## src/rtl/i2c_tgt_pkg.sv

```systemverilog
package i2c_tgt_pkg;
  localparam int BYTE_W = 8;

  typedef enum logic [2:0] {
    ST_IDLE,
    ST_ADDR,
    ST_ADDR_ACK,
    ST_WR,
    ST_WR_ACK,
    ST_RD,
    ST_RD_MACK,
    ST_RD_LOAD
  } tgt_state_e;

  localparam logic [5:0] STATUS_BASE = 6'b100000;

  function automatic logic [BYTE_W-1:0] status_code(input logic [1:0] sel);
    return {STATUS_BASE, sel};
  endfunction
endpackage

```

## src/rtl/i2c_tgt_sync.sv

```systemverilog
module i2c_tgt_sync #(
  parameter int WIDTH  = 2,
  parameter int STAGES = 2
) (
  input  logic             clk,
  input  logic             rst_n,
  input  logic [WIDTH-1:0] din,
  output logic [WIDTH-1:0] dout,
  output logic [WIDTH-1:0] dprev
);
  // Idle bus lines are high, so everything resets to ones.
  logic [STAGES-1:0][WIDTH-1:0] chain;

  always_ff @(posedge clk or negedge rst_n) begin
    if (!rst_n) begin
      chain <= '1;
      dprev <= '1;
    end else begin
      chain[0] <= din;
      for (int s = 1; s < STAGES; s++) chain[s] <= chain[s-1];
      dprev <= chain[STAGES-1];
    end
  end

  assign dout = chain[STAGES-1];
endmodule

```

## src/rtl/i2c_tgt_engine.sv

```systemverilog
module i2c_tgt_engine
  import i2c_tgt_pkg::*;
#(
  parameter logic [4:0] ADDR_HI = 5'b00111
) (
  input  logic              clk,
  input  logic              rst_n,
  input  logic              scl_s,
  input  logic              scl_p,
  input  logic              sda_s,
  input  logic              sda_p,
  input  logic [1:0]        strap,
  input  logic [1:0]        stat_sel,
  input  logic              cmd_ready,
  output logic              cmd_valid,
  output logic [BYTE_W-1:0] cmd_data,
  output logic              sda_oe
);
  localparam int CNT_W = $clog2(BYTE_W + 1);
  localparam logic [CNT_W-1:0] CNT_FULL = CNT_W'(BYTE_W);
  localparam logic [CNT_W-1:0] CNT_LAST = CNT_W'(BYTE_W - 1);

  tgt_state_e        state;
  logic [CNT_W-1:0]  cnt;
  logic [BYTE_W-1:0] shreg;
  logic              rd_dir;

  logic start_c, stop_c, scl_rise, scl_fall;
  logic [6:0] own_addr;
  logic [BYTE_W-1:0] stat_now;

  assign start_c  = scl_s & scl_p & sda_p & ~sda_s;
  assign stop_c   = scl_s & scl_p & ~sda_p & sda_s;
  assign scl_rise = scl_s & ~scl_p;
  assign scl_fall = ~scl_s & scl_p;
  assign own_addr = {ADDR_HI, strap};
  assign stat_now = status_code(stat_sel);

  always_ff @(posedge clk or negedge rst_n) begin
    if (!rst_n) begin
      state     <= ST_IDLE;
      cnt       <= '0;
      shreg     <= '0;
      rd_dir    <= 1'b0;
      sda_oe    <= 1'b0;
      cmd_valid <= 1'b0;
      cmd_data  <= '0;
    end else begin
      if (cmd_valid && cmd_ready) cmd_valid <= 1'b0;

      if (start_c) begin
        state  <= ST_ADDR;
        cnt    <= '0;
        sda_oe <= 1'b0;
      end else if (stop_c) begin
        state  <= ST_IDLE;
        sda_oe <= 1'b0;
      end else begin
        unique case (state)
          ST_ADDR, ST_WR: begin
            if (scl_rise && cnt != CNT_FULL) begin
              shreg <= {shreg[BYTE_W-2:0], sda_s};
              cnt   <= cnt + 1'b1;
            end else if (scl_fall && cnt == CNT_FULL) begin
              if (state == ST_ADDR) begin
                if (shreg[7:1] == own_addr) begin
                  rd_dir <= shreg[0];
                  sda_oe <= 1'b1;
                  state  <= ST_ADDR_ACK;
                end else begin
                  state <= ST_IDLE;
                end
              end else if (!cmd_valid) begin
                cmd_valid <= 1'b1;
                cmd_data  <= shreg;
                sda_oe    <= 1'b1;
                state     <= ST_WR_ACK;
              end else begin
                state <= ST_IDLE;   // pending byte: refuse this one
              end
            end
          end
          ST_ADDR_ACK, ST_RD_LOAD: begin
            if (scl_fall) begin
              cnt <= '0;
              if (state == ST_RD_LOAD || rd_dir) begin
                shreg  <= stat_now;
                sda_oe <= ~stat_now[BYTE_W-1];
                state  <= ST_RD;
              end else begin
                sda_oe <= 1'b0;
                state  <= ST_WR;
              end
            end
          end
          ST_WR_ACK: begin
            if (scl_fall) begin
              sda_oe <= 1'b0;
              cnt    <= '0;
              state  <= ST_WR;
            end
          end
          ST_RD: begin
            if (scl_fall) begin
              if (cnt == CNT_LAST) begin
                sda_oe <= 1'b0;
                state  <= ST_RD_MACK;
              end else begin
                cnt    <= cnt + 1'b1;
                shreg  <= {shreg[BYTE_W-2:0], 1'b0};
                sda_oe <= ~shreg[BYTE_W-2];
              end
            end
          end
          ST_RD_MACK: begin
            if (scl_rise) state <= sda_s ? ST_IDLE : ST_RD_LOAD;
          end
          default: ;
        endcase
      end
    end
  end
endmodule

```

## src/rtl/i2c_cmd_target.sv

```systemverilog
module i2c_cmd_target
  import i2c_tgt_pkg::*;
#(
  parameter logic [4:0] ADDR_HI     = 5'b00111,
  parameter int         SYNC_STAGES = 2
) (
  input  logic              clk,
  input  logic              rst_n,
  input  logic              scl_i,
  input  logic              sda_i,
  output logic              sda_oe,
  input  logic [1:0]        addr_strap,
  input  logic [1:0]        stat_sel,
  output logic              cmd_valid,
  input  logic              cmd_ready,
  output logic [BYTE_W-1:0] cmd_data
);
  localparam int LINE_SCL = 1;
  localparam int LINE_SDA = 0;

  logic [1:0] line_s, line_p;

  i2c_tgt_sync #(.WIDTH(2), .STAGES(SYNC_STAGES)) u_sync (
    .clk   (clk),
    .rst_n (rst_n),
    .din   ({scl_i, sda_i}),
    .dout  (line_s),
    .dprev (line_p)
  );

  i2c_tgt_engine #(.ADDR_HI(ADDR_HI)) u_engine (
    .clk       (clk),
    .rst_n     (rst_n),
    .scl_s     (line_s[LINE_SCL]),
    .scl_p     (line_p[LINE_SCL]),
    .sda_s     (line_s[LINE_SDA]),
    .sda_p     (line_p[LINE_SDA]),
    .strap     (addr_strap),
    .stat_sel  (stat_sel),
    .cmd_ready (cmd_ready),
    .cmd_valid (cmd_valid),
    .cmd_data  (cmd_data),
    .sda_oe    (sda_oe)
  );
endmodule

```

## config.mk

```make
export PLATFORM = sky130hd
export DESIGN_NAME = i2c_cmd_target
export DESIGN_NICKNAME = d
export VERILOG_FILES = /design/src/rtl/i2c_tgt_pkg.sv /design/src/rtl/i2c_tgt_sync.sv /design/src/rtl/i2c_tgt_engine.sv /design/src/rtl/i2c_cmd_target.sv
export SDC_FILE = /design/constraint.sdc
export NUM_CORES = 1
export LEC_CHECK = 0
export ABC_CLOCK_PERIOD_IN_PS = 1800
export BUFFER_PORTS_ARGS = -buffer_cell sky130_fd_sc_hd__buf_2
export CORE_MARGIN = 8
export CORE_UTILIZATION = 52
export DETAILED_ROUTE_END_ITERATION = 16
export HOLD_SLACK_MARGIN = 0.08
export PLACE_DENSITY_LB_ADDON = 0.3
export RECOVER_POWER = 100
export SLEW_MARGIN = 10
export SYNTH_ARGS = -nofsm -noshare
export SYNTH_HDL_FRONTEND = slang
export SYNTH_SLANG_ARGS = --single-unit
```

## constraint.sdc

```tcl
create_clock -name clk -period 1.8 [get_ports clk]
set_input_delay 0.36 -clock clk [delete_from_list [all_inputs] [get_ports clk]]
set_output_delay 0.36 -clock clk [all_outputs]
set_load 0.05 [all_outputs]
```

==> key figures, run 1 <==
Route
  • DRC: 0
  • ANT nets after route: 0
  • Routed wire per std cell: 16.3 um
  • TritonRoute pass-1 iters: 4
  • First DRT Iteration DRCs: 110
  • Via density: 5.58
  • Via Count: 1,418
  • Drt total wl: 4150 um

Timing
  • Final Slew Violations: 0
  • Final worst slack: -0.106 ns
  • Relative slew slack: 0.480
  • Worst hold slack: 0.119 ns
  • Period utilization: 1.06
  • Worst-margin pin slew: 0.780 ns
  • Clock Skews: 0.0120 ns
  • Final setup fails: 21
  • RSZ-0062 raised after global routing: true
  • Fin. Hold Viols: 0
  • Fmax: 0.525 GHz
  • Fin crit period: 1.91 ns

Worst hold path
  • WHS Endpoint: u_sync.chain[0]
  • Worst hold-check path type: input pin to flop
  • Hold Path Depth: 1
  • HP Start: sda_i

Layout
  • Share of cells above drive strength 1: 0.375
  • Layout area overhead: 25.7%
  • Fin nets: 218
  • N_diodes: 0
  • Final instance area: 2160 um2
  • Fillers: 269

Global route
  • Pin count of the biggest net entering global routing: 33
  • Vias in the first global route: 1,463
  • First-pass GRT wire length: 6550 um
  • Gr ovfl total: 0
  • GRT Util Overall: 0.157
  • Antenna violations before repair: 0

Power
  • PwrDens: 1610 nW/um2
  • Net Switching: 1.47 mW
  • Combinational power share: 0.541
  • Clk pwr share: 0.114
  • P_int: 2.02 mW
  • Reg power frac: 0.345
  • Worst vdd rail ir drop: 946 uV
  • LEAKAGE: 0.962 nW
  • Design Power: 3.49 mW
  • Switching share of power: 0.421

Worst setup path
  • CP arrival: 2.17 ns
  • Worst reg2reg path depth: 8
  • Setup CP Type: flop to flop
  • Worst setup SP type: flop
  • Crit-path max FO: 4
  • Worst setup EP type: flop
  • CP startpoint: u_engine.cnt[0]
  • WP data required: 2.07 ns
  • R2r setup slk: -0.11 ns
  • Reg2Reg Launch Point: u_engine.cnt[0]
  • Worst R2R End: u_engine.cnt[2]

Synthesis
  • Gate Count Post-Synth: 164
  • Area contributors post-synth: dfrtp_1, mux2_2, dfstp_2
  • Top FF cell, synth: dfrtp_1
  • Number of synthesized register bits: 32
  • Avg Inst Size Synth: 10.5 um2
  • Distinct cell type count after synthesis: 47
  • EDFF count, synth: 0
  • Synth top area share: 0.378
  • Synth warn: 0
  • Synth area leader: dfrtp_1
  • Post-Synthesis Cell Area: 1720 um2
  • Syn nets: 175
  • Sequential share of the synthesized area: 0.470
  • Synth async-reset ratio: 1.00

CTS
  • Sink Count: 32
  • TritonCTS clock tree: yes
  • Reg clk slew, reported paths: 0.10 ns
  • Clock buffer count from CTS: 5
  • CTS H-tree depth: 2
  • Clock root buffer: clkbuf_4
  • CTS Buffer Depth: 2
  • Insertion delay to the later sink of the worst-skew pair: 0.34 ns

Floorplan
  • Initial core utilization: 0.528
  • Die area: 5410 um2
  • Die X: 73.5 um
  • Num ports: 19
  • # rows: 21
  • Core Region: 3260 um2
  • DIE HEIGHT: 73.5 um

Placed design
  • Gpl congestion: 0.983
  • PortBufs: 18
  • DP Wirelength: 2870 um
  • Placement Cell Area: 1970 um2

Outcome
  • Status: complete, but fails checks
  • Failing checks: setup timing

Run
  • Max-cap violations: 0
[per-stage QoR]
| stage | setup TNS, ns | cells | utilization | worst slack [ns] |
|---|---|---|---|---|
| after floorplan | 0 | 164 | - | 0.0484 |
| after global placement | -0.00929 | 240 | 0.604 | -0.00929 |
| after detailed placement | -0.165 | 240 | 0.604 | -0.0541 |
| after CTS | -0.0493 | 249 | 0.630 | -0.0255 |
| after global routing | -2.61 | 254 | 0.664 | -0.208 |
| final | -1.05 | 254 | 0.664 | -0.106 |
[area by class of cell]
type | count | area [um2] | area share
Clock inverter | 2 | 12.5 | 0.00578
Tap cell | 46 | 57.6 | 0.0266
Clock buffer | 6 | 41.3 | 0.0191
Timing Repair Buffer | 42 | 272 | 0.126
Multi-Input combinational cell | 120 | 947 | 0.438
Sequential cell | 32 | 811 | 0.375
Inverter | 6 | 22.5 | 0.0104
[Yosys cell counts (3+ instances only)]
cell type	instances
a21oi_1	4
nor2b_1	7
mux2i_1	3
nand2_1	13
dfrtp_1	26
inv_1	6
o21ai_0	10
xor2_1	4
dfstp_2	6
mux2_2	17
nand2b_1	3
nor2_1	11
buf_2	3
nand3_1	6
[worst max-delay path by stage]
| stage | end | cells after the start |
|---|---|---|
| global route | u_engine.cnt[2] | 8 |
| finish | u_engine.cnt[2] | 8 |
| detailed placement | u_engine.cnt[3] | 6 |
| floorplan | u_engine.cnt[3] | 6 |
| CTS | u_engine.cnt[2] | 8 |
| global placement | u_engine.cnt[3] | 6 |
[layout by cell type, fill, tap and decap left out, types with 3 or more instances in the layout]
master / n
buf_4: 20
clkbuf_1: 11
nor2_1: 11
o21ai_1: 6
inv_1: 4
buf_6: 3
buf_2: 7
nand2_1: 13
nor2b_1: 7
nand3_1: 6
mux2i_1: 3
xor2_1: 4
clkbuf_4: 5
a21oi_1: 4
nand2b_1: 3
dfstp_2: 5
o21ai_0: 6
dfrtp_1: 24
mux2_2: 16
[timing repair]
item                       CTS  global route
hold buffers                 1             0
hold endpoints to repair    17             0
buffers inserted             0             5
setup endpoints to repair    7            22
resized for setup            4            21
pin swaps                    1            13
[kinds of logic (layout without fill, tap and decap cells)]
kind of cell,Yosys count,after routing,share of synthesized area
compound gates,36,36,0.152
xor+xnor,5,5,0.0255
fa+ha+maj,2,2,0.0145
buf+inv,12,56,0.0327
flops,32,32,0.470
mux,20,20,0.129
simple gates,57,57,0.177
[state kept, by name, summed over array words and instances (netlist names)]
signal and count:
u_engine.cmd_data 8, u_engine.shreg 8, u_engine.cnt 4, u_engine.state 3, u_sync.chain 2, u_sync.dout 2, u_sync.dprev 2, u_engine.cmd_valid 1
u_engine.rd_dir 1, u_engine.sda_oe 1
[metal layers]
metal | vias up | track usage | wire length, um
li1 | 677 | - | -
met4 | 0 | 0.0754 | 89
met3 | 9 | 0.0491 | 209
met2 | 43 | 0.254 | 2140
met5 | - | 0 | 0
met1 | 689 | 0.184 | 1710
[power by group through the flow]
stage	combinational [mW]	sequential (mW)	clock [mW]
3_5_place_dp	1.62	1.19	0
4_1_cts	1.67	1.18	0.416
3_3_place_gp	1.58	1.17	0
2_1_floorplan	1.06	1.24	0
5_1_grt	2.04	1.24	0.446
6_report	1.88	1.20	0.398
[critical path: stages (launching register included)]
cell	delay (ns)
dfrtp_1	0.44
inv_2	0.09
ha_4	0.12
nand3b_1	0.13
a211o_1	0.39
a41oi_4	0.27
buf_4	0.16
o21bai_1	0.10
o2bb2ai_1	0.12
Power figures use the tool's default switching activity.
==> inputs of run 2 (changes only) <==
- ABC_CLOCK_PERIOD_IN_PS: 1800 -> 1700
- MAX_ROUTING_LAYER: default -> met4
- SYNTH_HIERARCHICAL: default -> 1
- clock period: 1.8 -> 1.7 ns (I/O delays scaled with it)
==> key figures, run 2 <==
Timing
  • Final worst slack: -0.363 ns
  • Worst-margin pin slew: 0.698 ns
  • Relative slew slack: 0.535
  • Fin crit period: 2.06 ns
  • Fin. Hold Viols: 0
  • Final Slew Violations: 0
  • Period utilization: 1.21
  • Final setup fails: 24
  • RSZ-0062 raised after global routing: true
  • Fmax: 0.485 GHz
  • Clock Skews: 0.0116 ns

CTS
  • CTS H-tree depth: 2
  • Clock root buffer: clkbuf_4
  • Reg clk slew, reported paths: 0.11 ns
  • Clock buffer count from CTS: 5
  • TritonCTS clock tree: yes
  • Sink Count: 32
  • Insertion delay to the later sink of the worst-skew pair: 0.34 ns
  • CTS Buffer Depth: 2

Layout
  • Multi-input gate area: 1010 um2
  • Most frequent cells in the layout: buf_4, dfrtp_1, buf_2
  • Fin nets: 242
  • Most common cell after layout, fill and taps aside: buf_4
  • Fillers: 220
  • Non-Filler Instances: 278
  • Util after Layout: 0.769
  • N_diodes: 0
  • Layout area overhead: 42.3%
  • Share of cells above drive strength 1: 0.569
  • Largest regs: u_engine/cmd_data (8), u_engine/shreg (8), u_engine/cnt (4)
  • Final instance area: 2570 um2
  • Register area: 810 um2

Power
  • P_int: 2.57 mW
  • Reg power frac: 0.279
  • Design Power: 4.21 mW
  • Combinational power share: 0.564
  • Switching share of power: 0.389
  • Net Switching: 1.64 mW
  • PwrDens: 1640 nW/um2
  • Worst vdd rail ir drop: 852 uV
  • Clk pwr share: 0.157
  • LEAKAGE: 1.22 nW

Synthesis
  • Top FF cell, synth: dfrtp_1
  • Synth async-reset ratio: 1.00
  • EDFF count, synth: 0
  • Synth area leader: dfrtp_1
  • Post-Synthesis Cell Area: 1800 um2
  • Avg Inst Size Synth: 11.2 um2
  • Synth warn: 6
  • Count leader, synth: dfrtp_1
  • Gate Count Post-Synth: 161
  • Syn nets: 172
  • Sequential share of the synthesized area: 0.448
  • Area contributors post-synth: dfrtp_1, dfstp_2, mux2_4
  • Commonest cells in the netlist: dfrtp_1, nand2_1, mux2_4
  • Distinct cell type count after synthesis: 53
  • Number of synthesized register bits: 32
  • Synth top area share: 0.361

Route
  • Via density: 5.88
  • Drt total wl: 5190 um
  • DRC: 0
  • Routed wire per std cell: 18.7 um
  • First DRT Iteration DRCs: 116
  • TritonRoute pass-1 iters: 4
  • Via Count: 1,635
  • ANT nets after route: 0

Floorplan
  • Initial core utilization: 0.540
  • Die X: 74.9 um
  • DIE HEIGHT: 74.9 um
  • Core Region: 3340 um2
  • # rows: 21
  • Die area: 5610 um2
  • Num ports: 19

Placed design
  • Placement Cell Area: 2240 um2
  • DP Wirelength: 3430 um
  • Placed Cells: 259
  • Gpl congestion: 0.870
  • PortBufs: 18
  • Pre-CTS WS: -0.282 ns

Run
  • Max-cap violations: 0

Global route
  • Antenna violations before repair: 0
  • Gr ovfl total: 0
  • GRT Util Overall: 0.192
  • Pin count of the biggest net entering global routing: 33
  • Vias in the first global route: 1,656
  • First-pass GRT wire length: 7940 um

Outcome
  • Failing checks: setup timing
  • Status: complete, but fails checks

Worst hold path
  • Hold Path Depth: 2
  • Worst hold-check path type: input pin to flop

Worst setup path
  • Worst reg2reg path depth: 8
  • Crit-path max FO: 8
  • Worst setup EP type: flop
  • CP arrival: 2.29 ns
  • Worst setup SP type: flop
  • Setup CP Type: flop to flop
  • WP data required: 1.93 ns
[run 2: changes by cell type after synthesis, sizes merged, moves of 3 or more]
| cell | previous run | this run |
|---|---|---|
| a31oi | 1 | 4 |
| buf | 5 | 10 |
| mux2 | 17 | 10 |
| a22oi | 0 | 3 |
| o21ai | 12 | 8 |
| nand2 | 13 | 10 |
| a22o | 0 | 6 |
| o22ai | 0 | 3 |
| nor2b | 7 | 1 |
[run 2: layer usage]
layer	vias up	part of all wire	track usage
met5	-	0	-
li1	735	-	-
met2	62	0.50	0.325
met1	821	0.42	0.214
met3	17	0.059	0.0493
met4	0	0.019	0.0652
[run 2: critical path, stage by stage, from the launching register on]
cell      delay [ns]
dfrtp_1         0.44
inv_2           0.11
ha_4            0.13
nand3b_1        0.16
nor2_4          0.14
nand4_1         0.12
or3b_1          0.39
buf_6           0.16
mux2_4          0.30
[run 2: area by class of cell]
cell class,instances,area share
multi-input combinational,109,0.394
sequential,32,0.315
timing repair buffer,75,0.219
clock buffer,7,0.0254
tap,46,0.0224
clock inverter,1,0.0117
inverter,8,0.0117
[run 2: path summary, 6_finish.rpt]
kind / startpoint / endpoint / slack, ns
min in group asynchronous: rst_n / u_engine/state[0] / 0.57
worst min register to register: u_sync/chain[1] / u_sync/dout[1] / 0.36
max in group asynchronous: rst_n / u_engine/state[2] / 0.65
worst max register to register: u_engine/cnt[0] / u_engine/cmd_data[1] / -0.36
worst min-delay path: cmd_ready / u_engine/cmd_valid / 0.22
worst max-delay path: u_engine/cnt[0] / u_engine/cmd_data[1] / -0.36
[run 2: kinds of logic (layout without fill, tap and decap cells)]
group,count (synthesis),count (layout),share of synthesized area
buffers and inverters,20,91,0.0680
adder cells (fa/ha/maj),2,2,0.0139
multiplexers,13,13,0.0978
XOR/XNOR,5,5,0.0243
flip-flops,32,32,0.448
AO/OA/AOI/OAI,43,43,0.176
AND/OR/NAND/NOR,46,46,0.172
[run 2: power by group through the flow]
stage | Combinational (mW) | Sequential (mW) | Clock [mW]
2_1_floorplan | 1.10 | 1.15 | 0
3_3_place_gp | 1.83 | 1.15 | 0
3_5_place_dp | 1.89 | 1.17 | 0
4_1_cts | 2.09 | 1.16 | 0.664
5_1_grt | 2.49 | 1.20 | 0.711
6_report | 2.37 | 1.17 | 0.661
[run 2: metrics by stage]
stage | TNS [ns] | hold WS [ns]
2_1_floorplan | -2.43 | 0.0444
6_report | -6.35 | 0.223
3_5_place_dp | -5.07 | 0.347
4_1_cts | -4.91 | 0.0819
3_3_place_gp | -3.98 | 0.350
5_1_grt | -7.74 | 0.207
[run 2: repair_timing]
item | 4_1_cts | 5_1_grt
setup endpoints to repair | 23 | 25
hold endpoints to repair | 26 | 2
resized for setup | 16 | 13
setup buffers | 6 | 4
pin swaps | 7 | 6
hold buffers | 1 | 2
